<file path="config.mk">
export PLATFORM = sky130hd
export DESIGN_NAME = crate_subtrig_builder
export DESIGN_NICKNAME = d
export VERILOG_FILES = /design/src/rtl/crate_trig_pkg.sv /design/src/rtl/hit_stretcher.sv /design/src/rtl/window_gen.sv /design/src/rtl/width_meter.sv /design/src/rtl/sum_packer.sv /design/src/rtl/crate_subtrig_builder.sv
export SDC_FILE = /design/constraint.sdc
export NUM_CORES = 1
export LEC_CHECK = 0
export ABC_AREA = 0
export BUFFER_PORTS_ARGS = -buffer_cell sky130_fd_sc_hd__buf_2
export CORE_ASPECT_RATIO = 1.4
export CORE_UTILIZATION = 40
export DETAILED_ROUTE_END_ITERATION = 8
export PLACE_DENSITY = 0.62
export SLEW_MARGIN = 5
export SYNTH_ARGS = -nofsm -noshare
export SYNTH_HDL_FRONTEND = slang
export SYNTH_SLANG_ARGS = --single-unit
</file>
<file path="constraint.sdc">
create_clock -name clk -period 15.5 [get_ports clk]
set_input_delay 3.1 -clock clk [delete_from_list [all_inputs] [get_ports clk]]
set_output_delay 3.1 -clock clk [all_outputs]
set_load 0.01 [all_outputs]
</file>
<file path="src/rtl/crate_trig_pkg.sv">
`timescale 1ns/1ps
package crate_trig_pkg;
  localparam int unsigned TAG_W = 4;
  typedef logic [TAG_W-1:0] tag_t;
  localparam tag_t DATA_TAG = 4'b0100;
  localparam tag_t IDLE_TAG = 4'b0000;
endpackage

</file>
<file path="src/rtl/hit_stretcher.sv">
`timescale 1ns/1ps
module hit_stretcher #(
  parameter int unsigned EXP_W = 5
) (
  input  logic             clk,
  input  logic             rst_n,
  input  logic             hit_i,
  input  logic [EXP_W-1:0] len_i,
  output logic             stretch_o
);
  logic [EXP_W-1:0] cnt_q, cnt_n;

  always_comb begin
    cnt_n = cnt_q;
    if (hit_i)              cnt_n = len_i;
    else if (cnt_q != '0)   cnt_n = cnt_q - EXP_W'(1);
  end

  always_ff @(posedge clk or negedge rst_n) begin
    if (!rst_n) cnt_q <= '0;
    else        cnt_q <= cnt_n;
  end

  assign stretch_o = hit_i | (cnt_q != '0);

  assert_stretch_tail_R2: assert property (@(posedge clk) disable iff (!rst_n)
    $fell(stretch_o) |-> (!$past(hit_i) || ($past(len_i) == '0)));
endmodule

</file>
<file path="src/rtl/window_gen.sv">
`timescale 1ns/1ps
module window_gen #(
  parameter int unsigned WIN_W = 8
) (
  input  logic             clk,
  input  logic             rst_n,
  input  logic             trig_i,
  input  logic [WIN_W-1:0] len_i,
  output logic             start_o,
  output logic             open_o,
  output logic             emit_o
);
  logic             open_q, open_n;
  logic             emit_q, emit_n;
  logic [WIN_W-1:0] cnt_q, cnt_n;
  logic             last_cyc;

  assign start_o  = trig_i & ~open_q;
  assign last_cyc = open_q & (cnt_q == WIN_W'(1));

  always_comb begin
    open_n = open_q;
    cnt_n  = cnt_q;
    emit_n = last_cyc;
    if (start_o) begin
      open_n = 1'b1;
      cnt_n  = (len_i == '0) ? WIN_W'(1) : len_i;
    end else if (open_q) begin
      if (last_cyc) open_n = 1'b0;
      else          cnt_n  = cnt_q - WIN_W'(1);
    end
  end

  always_ff @(posedge clk or negedge rst_n) begin
    if (!rst_n) begin
      open_q <= 1'b0;
      emit_q <= 1'b0;
      cnt_q  <= '0;
    end else begin
      open_q <= open_n;
      emit_q <= emit_n;
      cnt_q  <= cnt_n;
    end
  end

  assign open_o = open_q;
  assign emit_o = emit_q;

  assert_win_opens_R3: assert property (@(posedge clk) disable iff (!rst_n)
    start_o |=> open_q);
  assert_retrig_ignored_R4: assert property (@(posedge clk) disable iff (!rst_n)
    (open_q && trig_i && !last_cyc) |=> (open_q && cnt_q == $past(cnt_q) - WIN_W'(1)));
  assert_single_strobe_R8: assert property (@(posedge clk) disable iff (!rst_n)
    emit_q |=> !emit_q);
endmodule

</file>
<file path="src/rtl/width_meter.sv">
`timescale 1ns/1ps
module width_meter #(
  parameter int unsigned CNT_W = 4
) (
  input  logic             clk,
  input  logic             rst_n,
  input  logic             clear_i,
  input  logic             en_i,
  input  logic             hit_i,
  output logic [CNT_W-1:0] cnt_o
);
  localparam logic [CNT_W-1:0] CNT_MAX = '1;
  logic [CNT_W-1:0] cnt_q, cnt_n;

  always_comb begin
    cnt_n = cnt_q;
    if (clear_i)                                cnt_n = '0;
    else if (en_i && hit_i && cnt_q != CNT_MAX) cnt_n = cnt_q + CNT_W'(1);
  end

  always_ff @(posedge clk or negedge rst_n) begin
    if (!rst_n) cnt_q <= '0;
    else        cnt_q <= cnt_n;
  end

  assign cnt_o = cnt_q;

  assert_sat_hold_R6: assert property (@(posedge clk) disable iff (!rst_n)
    (cnt_q == CNT_MAX && !clear_i) |=> (cnt_q == CNT_MAX));
  assert_clear_R5: assert property (@(posedge clk) disable iff (!rst_n)
    clear_i |=> (cnt_q == '0));
endmodule

</file>
<file path="src/rtl/sum_packer.sv">
`timescale 1ns/1ps
module sum_packer import crate_trig_pkg::*; #(
  parameter int unsigned N_CH  = 16,
  parameter int unsigned CNT_W = 4,
  parameter int unsigned SUM_W = 12
) (
  input  logic                   clk,
  input  logic                   rst_n,
  input  logic                   emit_i,
  input  logic [N_CH*CNT_W-1:0]  cnts_i,
  output logic [TAG_W+SUM_W-1:0] word_o,
  output logic                   valid_o
);
  localparam int unsigned RAW_W = CNT_W + $clog2(N_CH) + 1;
  localparam int unsigned ACC_W = (RAW_W > SUM_W) ? RAW_W : SUM_W + 1;
  localparam logic [SUM_W-1:0] SUM_MAX = '1;

  logic [ACC_W-1:0]       acc;
  logic [SUM_W-1:0]       sum_clip;
  logic [TAG_W+SUM_W-1:0] word_q, word_n;
  logic                   valid_q, valid_n;

  always_comb begin
    acc = '0;
    for (int i = 0; i < int'(N_CH); i++)
      acc = acc + ACC_W'(cnts_i[i*CNT_W +: CNT_W]);
    if (acc > ACC_W'(SUM_MAX)) sum_clip = SUM_MAX;
    else                       sum_clip = acc[SUM_W-1:0];
  end

  always_comb begin
    valid_n = emit_i;
    if (emit_i) word_n = {DATA_TAG, sum_clip};
    else        word_n = {IDLE_TAG, {SUM_W{1'b0}}};
  end

  always_ff @(posedge clk or negedge rst_n) begin
    if (!rst_n) begin
      word_q  <= '0;
      valid_q <= 1'b0;
    end else begin
      word_q  <= word_n;
      valid_q <= valid_n;
    end
  end

  assign word_o  = word_q;
  assign valid_o = valid_q;

  assert_data_tag_R8: assert property (@(posedge clk) disable iff (!rst_n)
    valid_q |-> (word_q[TAG_W+SUM_W-1:SUM_W] == DATA_TAG));
  assert_idle_word_R9: assert property (@(posedge clk) disable iff (!rst_n)
    !valid_q |-> (word_q == '0));
endmodule

</file>
<file path="src/rtl/crate_subtrig_builder.sv">
`timescale 1ns/1ps
module crate_subtrig_builder import crate_trig_pkg::*; #(
  parameter int unsigned N_CH  = 16,
  parameter int unsigned CNT_W = 4,
  parameter int unsigned SUM_W = 12,
  parameter int unsigned EXP_W = 5,
  parameter int unsigned WIN_W = 8
) (
  input  logic                   clk,
  input  logic                   rst_n,
  input  logic [N_CH-1:0]        hit_i,
  input  logic [EXP_W-1:0]       expand_len_i,
  input  logic [WIN_W-1:0]       window_len_i,
  output logic                   subtrig_flag_o,
  output logic [TAG_W+SUM_W-1:0] word_o,
  output logic                   word_valid_o
);
  logic [1:0]            rst_pipe;
  logic                  rst_int_n;
  logic [N_CH-1:0]       hit_q, hit_d, hit_dd;
  logic [N_CH-1:0]       hit_q_n, hit_d_n, hit_dd_n;
  logic [N_CH-1:0]       stretched;
  logic                  flag_q, flag_prev, flag_n, flag_prev_n;
  logic                  rise;
  logic                  win_start, win_open, win_emit;
  logic [N_CH*CNT_W-1:0] cnt_flat;

  always_ff @(posedge clk or negedge rst_n) begin
    if (!rst_n) rst_pipe <= '0;
    else        rst_pipe <= {rst_pipe[0], 1'b1};
  end
  assign rst_int_n = rst_pipe[1];

  always_comb begin
    hit_q_n     = hit_i;
    hit_d_n     = hit_q;
    hit_dd_n    = hit_d;
    flag_n      = |stretched;
    flag_prev_n = flag_q;
  end

  always_ff @(posedge clk or negedge rst_int_n) begin
    if (!rst_int_n) begin
      hit_q     <= '0;
      hit_d     <= '0;
      hit_dd    <= '0;
      flag_q    <= 1'b0;
      flag_prev <= 1'b0;
    end else begin
      hit_q     <= hit_q_n;
      hit_d     <= hit_d_n;
      hit_dd    <= hit_dd_n;
      flag_q    <= flag_n;
      flag_prev <= flag_prev_n;
    end
  end

  assign rise = flag_q & ~flag_prev;

  for (genvar g = 0; g < int'(N_CH); g++) begin : g_ch
    hit_stretcher #(.EXP_W(EXP_W)) u_stretch (
      .clk(clk), .rst_n(rst_int_n), .hit_i(hit_q[g]),
      .len_i(expand_len_i), .stretch_o(stretched[g])
    );
    width_meter #(.CNT_W(CNT_W)) u_meter (
      .clk(clk), .rst_n(rst_int_n), .clear_i(win_start), .en_i(win_open),
      .hit_i(hit_dd[g]), .cnt_o(cnt_flat[g*CNT_W +: CNT_W])
    );
  end

  window_gen #(.WIN_W(WIN_W)) u_win (
    .clk(clk), .rst_n(rst_int_n), .trig_i(rise), .len_i(window_len_i),
    .start_o(win_start), .open_o(win_open), .emit_o(win_emit)
  );

  sum_packer #(.N_CH(N_CH), .CNT_W(CNT_W), .SUM_W(SUM_W)) u_pack (
    .clk(clk), .rst_n(rst_int_n), .emit_i(win_emit), .cnts_i(cnt_flat),
    .word_o(word_o), .valid_o(word_valid_o)
  );

  assign subtrig_flag_o = flag_q;

  assert_flag_follows_R2: assert property (@(posedge clk) disable iff (!rst_int_n)
    (|hit_q) |=> subtrig_flag_o);
  assert_window_after_rise_R3: assert property (@(posedge clk) disable iff (!rst_int_n)
    (rise && !win_open) |=> win_open);
endmodule

</file>
# Yosys cells after proc, flatten, opt, wreduce, memory -nomap -nowiden

Cells that the tools add are included.
W data, S select, Z words.

Word-level logic and storage cells: 288
Register bits after elaboration: 222
Bits of input ports: 31

Bitwise logic cells: 21
Order comparisons: 1
Equality and inequality tests: 18
Add/sub/neg operators: 48
Mux-type cells: 73
Reduce and logical (&&, ||, !) cells: 84

Operator list:

| operator               | count |
|---|---|
| $add A13 B4 Y13        | 14 |
| $mux W5                | 32 |
| $mux W4                | 32 |
| $reduce_bool A5 Y1     | 16 |
| $sub A5 B1 Y5 const B  | 16 |
| $reduce_bool A2 Y1     | 33 |
| $add A4 B1 Y4 const B  | 16 |
| $ne A4 B4 Y1 const B   | 16 |
| $logic_and A1 B1 Y1    | 32 |
| $mux W8                | 4 |
| $or A1 B1 Y1           | 16 |
| $reduce_or A16 Y1      | 1 |
| $mux W15               | 1 |
| $gt A13 B12 Y1 const B | 1 |
| $mux W12               | 1 |
| $eq A8 B1 Y1 const B   | 1 |
| $logic_not A8 Y1       | 1 |
| $sub A8 B1 Y8 const B  | 1 |
| $add A4 B4 Y5          | 1 |
| $and A1 B1 Y1          | 3 |
| $mux W1                | 3 |
| $ne A2 B1 Y1 const B   | 1 |
| $not A1 Y1             | 2 |
| $reduce_and A2 Y1      | 1 |

# Depth between registers and ports, before layout

Gate-level depths: netlist of the first run.

Depth in word-level cells: 18
Mapped depth: 20
Depth with buffers taken out: 20

# Modules after synthesis

Synthesis of the first run repeated with hierarchy kept, for this count alone.

Cells, all modules: 1126
Area total of the unflattened synthesis: 12290.5 um2

By module, submodules not included:

| module                | instances | area each (um2) | seq. area each (um2) | cells each |
|---|---|---|---|---|
| hit_stretcher         | 16        | 286.5           | 125.1                | 28 |
| width_meter           | 16        | 219.0           | 100.1                | 21 |
| sum_packer            | 1         | 2245.9          | 250.2                | 216 |
| crate_subtrig_builder | 1         | 1342.5          | 1301.2               | 59 |
| window_gen            | 1         | 614.3           | 250.2                | 67 |

# Worst setup path before layout of the first run

No wires, ideal clock.

Path type: register to register
Start: reg g_ch[0].u_meter.cnt_q[0]
End: reg u_pack.word_q[6], in the netlist u_pack.word_o[6]
Buffers on the path: 0
Stages on the path, launching flop included: 21
Setup slack: 9.886 ns
Data arrival time: 5.495 ns
Data required time: 15.380 ns
Path through: dfrtp_1 > ha_1 > fa_1 > xor2_1 > fa_1 > inv_1 > fa_1 > inv_1 > fa_1 > fa_1 > inv_1 > fa_1 > fa_1 > inv_1 > ha_1 > inv_1 > fa_1 > nor2b_1 > o21a_1 > or3_1 > and3_1

Cells in the longest elaborated chain, start to end: 18

Ends and longest elaborated chain:

| item                               | line              | text |
|---|---|---|
| from (decl)                        | width_meter.sv:13 | `logic [CNT_W-1:0] cnt_q, cnt_n;` |
| from (signal assigned)             | width_meter.sv:23 | `else cnt_q <= cnt_n;` |
| $add A4 B4 Y5 (*)                  | sum_packer.sv:26  | `acc = acc + ACC_W'(cnts_i[i*CNT_W +: CNT_W]);` |
| $add A13 B4 Y13 (*) (14 in series) | sum_packer.sv:26  |  |
| $gt A13 B12 Y1                     | sum_packer.sv:27  | `if (acc > ACC_W'(SUM_MAX)) sum_clip = SUM_MAX;` |
| $mux W12 (*)                       | sum_packer.sv:27  |  |
| $mux W15 (*)                       | sum_packer.sv:33  | `if (emit_i) word_n = {DATA_TAG, sum_clip};` |
| named net u_pack.word_n[6]         | sum_packer.sv:20  | `logic [TAG_W+SUM_W-1:0] word_q, word_n;` |
| to (signal assigned)               | sum_packer.sv:42  | `word_q <= word_n;` |
| to (decl)                          | sum_packer.sv:20  |  |

Mark *: on every way through the listed nets, which the timed path passes. The rest lies on a longest branch.
A chain may end at the register's enable or synchronous reset.

# Worst setup path in the final report of the first run

Start: reg g_ch[0].u_meter.cnt_q[1]
End: reg u_pack.word_q[7], in the netlist u_pack.word_o[7]

Same word-level chain as after synthesis.

==> results_dict.tcl, run 1 <==
set metrics [dict create \
    status "finished, final reports clean" \
    yosysUniqueCellTypes 49 \
    grt_pass1_vias 8014 \
    hold_violations 0 \
    hpwlAfterDp_um 15900 \
    drv_cap 0 \
    met2_usage_pct 29.1 \
    syn_area_um2 11900 \
    antenna_found_initial 0 \
    regArea_um2 5410 \
    startpoint_type "register" \
    min_period_over_period_pct 37.8 \
    clk_pin_slew_ps 60 \
    grt_max_degree 80 \
    slew_viol_final 0 \
    drcViolationCount 0 \
    fmax_mhz 171 \
    vias 7740 \
    netlist_top_cells_area "dfrtp_1, fa_1, ha_1" \
    clkLatencyLatePin_ps 510 \
    postCtsHoldBufs 0 \
    gp_congestion 0.803 \
    routed_wl_um 22800 \
    grt_usage_pct 16.0 \
    cts_tree "yes" \
    crit_arrival_ps 6300 \
    synth_top_cell_by_area "dfrtp_1" \
    use_met1_pct 19.5 \
    synth-seq-cells 216 \
    nFillCells 2721 \
    fin_setup_tns_ps 0 \
    root_buffer "clkbuf_16" \
    synth_flop_cell "dfrtp_1" \
    grt.busiest_layer "met2" \
    synth_cells 1137 \
    min_period_ps 5850 \
    slew_headroom_pct 31.7 \
    die_x_um 148 \
    num_io_pins 49 \
    area_growth_pct 11.3 \
    synthArstFlopShare_pct 100 \
    drive_gt1_share_pct 9.62 \
    multiInputGateArea_um2 5890 \
    yosys_warnings 0 \
    routed_via_density 4.95 \
    routedWlPerCell_um 14.5 \
    cts_buffers 24 \
    post-cts-setup-buffers 0 \
    coreArea_um2 29200 \
    die_height_um 206 \
    avgSynthCellArea_um2 10.5 \
    diodes 0 \
    synth_common_cells "dfrtp_1, nand2_1, nor2_1" \
    start_util_pct 40.8 \
    max-clock-path-buffers 3 \
    synth-edff-count 0 \
    drt-initial-drc-count 288 \
    worstMarginPinSlew_ps 1020 \
    grt_remaining_overflow 0 \
    dieArea_um2 30400 \
    cp_data_required_time_ps 15950 \
    skew_ps 11.8 \
    rows 74 \
    yosysSeqAreaShare_pct 45.5 \
    met3_usage_pct 1.96 \
    grt_pass1_wl_um 39300 \
    rsz0062_at_grt "no" \
    synth.most_common_cell "dfrtp_1" \
    layout.nets 1318 \
    setup_viol 0 \
    cts_max_level 1 \
    hp-class "register to register" \
    path_class "register to register" \
    portBuffers 42 \
    critPathMaxFanout 5 \
    cts.sinks 216 \
    yosysTopAreaCellShare_pct 45.5 \
    timing.hold.ws_ps 338 \
    dr.pass1.iters 5 \
    ant_nets 0 \
    end_kind "register" \
    cts_resized 0 \
]
per-stage QoR:
step	setup slack (ps)	cell area (µm²)	std cells	util [%]
final	9650	13200	1565	45.4
after global routing	9320	13200	1565	45.4
after CTS	9610	13200	1565	45.4
after detailed placement	9620	12400	1521	42.6
after global placement	9730	12400	1521	42.6
after floorplan	9040	11900	1142	-
worst max-delay path: stages (launching register included):
cell	delay, ps
dfrtp_1	440
ha_1	320
a21o_1	180
a21oi_1	180
xnor2_1	100
fa_1	480
inv_1	50
fa_1	500
fa_1	540
inv_1	50
fa_1	510
fa_1	550
inv_1	60
fa_1	580
inv_1	60
ha_1	280
a21oi_1	210
o21ai_0	190
or4_1	420
nand4_1	80
sequential cells by signal (all words and copies together) (netlist names), 2 cells and up:
name / count
hit_dd: 16
g_ch.u_meter.cnt_o: 64
g_ch.u_stretch.cnt_q: 80
hit_d_n: 16
hit_d: 16
u_pack.word_o: 10
u_win.cnt_q: 8
rst_pipe: 2
final timing paths:
path                                          start                  endpoint  cells past startpoint  slack (ps)
setup reg to reg           g_ch[0].u_meter.cnt_o[1]          u_pack.word_o[7]                     19        9650
hold reg to reg                            hit_d[0]                 hit_dd[0]                      0         340
hold / removal                             hit_d[0]                 hit_dd[0]                      0         340
setup / recovery           g_ch[0].u_meter.cnt_o[1]          u_pack.word_o[7]                     19        9650
max in group asynchronous               rst_pipe[1]                  hit_d[4]                      2       12660
min in group asynchronous               rst_pipe[1]  g_ch[7].u_meter.cnt_o[1]                      0         530
cells in the final DEF (no fill, tap or decap), types with 26 or more instances in the layout:
cell and n:
a21oi_1 32, buf_2 42, dfrtp_1 215, fa_1 50, ha_1 70, inv_1 106, mux2i_1 35, nand2_1 123
nor2_1 118, nor3_1 31, o21ai_0 60, o31ai_1 26, xnor2_1 86
metal layers:
metal	routed length [µm]	part of all wire, %	vias to the layer above
met1	9840	43	3801
met2	11700	51	92
met5	0	0	-
met3	608	2.7	42
li1	-	-	3805
met4	645	2.8	0
kinds of logic (layout without fill, tap and decap cells):
group	Yosys count	in the layout	synth area share [%]
other	2	7	0.0632
muxes	44	44	3.80
xor gates and xnor gates	90	90	6.63
buffers and inverters	153	196	5.16
and+or+nand+nor	369	369	15.9
adders and majority gates	120	120	15.8
DFF	216	216	45.5
AOI/OAI and AO/OA	143	143	7.14
layout make-up:
cell class	count	area share (%)
Timing Repair Buffer	46	1.82
Clock buffer	37	5.67
Tap cell	380	3.59
Multi-Input combinational cell	773	44.5
Sequential cell	216	40.9
Inverter	106	3.01
Clock inverter	7	0.492
Power of run 1 is not shown: default switching activity piles up to over one toggle a cycle in this logic, so the estimate is an artifact.
==> run 2: changes to the inputs <==
--- a/config.mk
+++ b/config.mk
@@ -5,7 +5,7 @@
 export SDC_FILE = /design/constraint.sdc
 export NUM_CORES = 1
 export LEC_CHECK = 0
-export ABC_AREA = 0
+export ABC_AREA = 1
 export BUFFER_PORTS_ARGS = -buffer_cell sky130_fd_sc_hd__buf_2
 export CORE_ASPECT_RATIO = 1.4
 export CORE_UTILIZATION = 40
==> constraint.sdc (replaced) <==
create_clock -name clk -period 5.7 [get_ports clk]
set_input_delay 1.14 -clock clk [delete_from_list [all_inputs] [get_ports clk]]
set_output_delay 1.14 -clock clk [all_outputs]
set_load 0.01 [all_outputs]
==> run 2 against run 1 <==
  * Maximum frequency increased by 7.6%
  * Die area increased by 0.73%
  * Worst setup slack got worse by 9400 ps
  * Register-to-register slack worse by 9400 ps
  * Critical endpoint is now u_pack.word_o[6]
==> results_dict.tcl, run 2 <==
set metrics [dict create \
    cts_max_level 1 \
    synth-compound-area-share_pct 9.28 \
    area_growth_pct 11.8 \
    worstPathCellList "ha_1 > fa_2 > xor2_1 > fa_1 > inv_1 > fa_1 > inv_1 > fa_1 > fa_1 > inv_1 > fa_1 > fa_1 > inv_1 > ha_1 > inv_1 > fa_2 > o21ai_2 > o21ai_0 > a21oi_1" \
    synth-edff-count 0 \
    max_stage_delay_ps 540 \
    fin_setup_tns_ps 0 \
    synthSimpleGateAreaFrac_pct 17.9 \
    synth_top_family_by_area "simple AND/OR/NAND/NOR gates" \
    nFillCells 2792 \
    final_util_pct 45.6 \
    synth_top_cell_by_area "dfrtp_1" \
    setup_viol 0 \
    cp_data_required_time_ps 6130 \
    layout.nets 1499 \
    netlist_top_cells_area "dfrtp_1, fa_1, ha_1" \
    path_delay_family "adder cells" \
    critPathMaxFanout 3 \
    cts_tree "yes" \
    startpoint_type "register" \
    synth_flop_cell "dfrtp_1" \
    die_height_um 207 \
    cts.sinks 216 \
    worstMarginPinSlew_ps 1000 \
    coreArea_um2 29400 \
    yosysUniqueCellTypes 37 \
    slew_viol_final 0 \
    hp-class "register to register" \
    drv_cap 0 \
    top_register "g_ch.u_stretch.cnt_q" \
    routedWlPerCell_um 13.5 \
    grt_pass1_wl_um 40800 \
    min_period_ps 5440 \
    skew_ps 15.6 \
    dieArea_um2 30600 \
    die_x_um 148 \
    hold_violations 0 \
    hpwlAfterDp_um 16400 \
    final_cell_mix "dfrtp_1, nand2_1, inv_1" \
    rows 74 \
    synthArstFlopShare_pct 100 \
    antenna_found_initial 0 \
    yosys_warnings 0 \
    grt_remaining_overflow 0 \
    routed_wl_um 23500 \
    diodes 0 \
    grt_usage_pct 16.4 \
    largest_register_ffs 80 \
    crit_arrival_ps 5880 \
    yosysSeqAreaShare_pct 45.1 \
    synth.most_common_cell "dfrtp_1" \
    synth_cells 1292 \
    num_io_pins 49 \
    end_kind "register" \
    syn_area_um2 12000 \
    drcViolationCount 0 \
    status "finished, final reports clean" \
    postCtsHoldBufs 0 \
    synth_xor_area_share_pct 4.39 \
    synth-seq-cells 216 \
    gp_congestion 0.804 \
    fmax_mhz 184 \
    avgSynthCellArea_um2 9.27 \
    synth.area.mux_share_pct 0 \
    drt-initial-drc-count 388 \
    max-clock-path-buffers 3 \
    root_buffer "clkbuf_16" \
    routed_via_density 4.86 \
    rsz0062_at_grt "no" \
    cts_buffers 24 \
    clkLatencyLatePin_ps 520 \
    cpMostUsedCell "fa_1" \
    start_util_pct 40.8 \
    layout_commonest_cell "dfrtp_1" \
    portBuffers 42 \
    drive_gt1_share_pct 8.57 \
    path_class "register to register" \
    synthAdderAreaFrac_pct 15.7 \
    crit_buf_inv 5 \
    cp-startpoint "g_ch[0].u_meter.cnt_o[0]" \
    ant_nets 0 \
    clk_pin_slew_ps 60 \
    min-delay-start "hit_d[12]" \
    min_period_over_period_pct 95.5 \
    dr.pass1.iters 4 \
    slew_headroom_pct 33.1 \
    grt_pass1_vias 8499 \
    crit-reg2reg-launch "g_ch[0].u_meter.cnt_o[0]" \
    vias 8490 \
    grt_max_degree 140 \
    cpMaxStageDelayCell "fa_1" \
    yosysTopAreaCellShare_pct 45.1 \
    synth_common_cells "dfrtp_1, nand2_1, inv_1" \
]
## run 2: cells by family after synthesis
logic type | after synthesis
other | 2
AO/OA/AOI/OAI | 208
AND/OR/NAND/NOR | 469
XOR/XNOR | 60
flip-flops | 216
adder cells (fa/ha/maj) | 120
buffers and inverters | 217
## run 2: what timing repair did
item	in CTS	in global routing
endpoints found under the setup margin	1	4
setup buffers	0	0
gates resized for setup	1	4
## run 2: cell type report
type                    instances  area (µm²)  share of cell area (%)
clock buffers                  35         713                    5.33
clock inverters                 9        73.8                   0.552
inverters                     192         721                    5.39
multi-input cells             864        5710                    42.6
flip-flops and latches        216        5410                    40.4
well taps                     380         475                    3.55
repair buffers                 50         283                    2.11
## run 2: routing by layer
layer  up-vias  part of all wire, %  global-route usage (%)
met1      4086                   43                    19.8
met5         -                    0                       0
met4         0                  2.1                    5.08
li1       4288                    -                       -
met2        88                   52                    30.5
met3        28                  2.4                    2.00
## run 2: worst paths after layout
check / end / slack, ps / cells after the start
max: u_pack.word_o[6] / 260 / 19
min: hit_dd[12] / 350 / 0
max reg2reg: u_pack.word_o[6] / 260 / 19
min reg2reg: hit_dd[12] / 350 / 0
max in group asynchronous: g_ch[8].u_stretch.cnt_q[4] / 3910 / 1
min in group asynchronous: rst_pipe[1] / 400 / 1
## run 2: metrics by stage
stage	cell area, µm²	setup slack [ps]	cells	hold slack [ps]
2_1_floorplan	12000	185	1297	331
3_3_place_gp	12600	69.9	1702	334
3_5_place_dp	12600	2.84	1702	336
4_1_cts	13400	63.0	1746	349
5_1_grt	13400	1.54	1746	350
6_report	13400	258	1746	348
Power of run 2 is left out for the same reason.
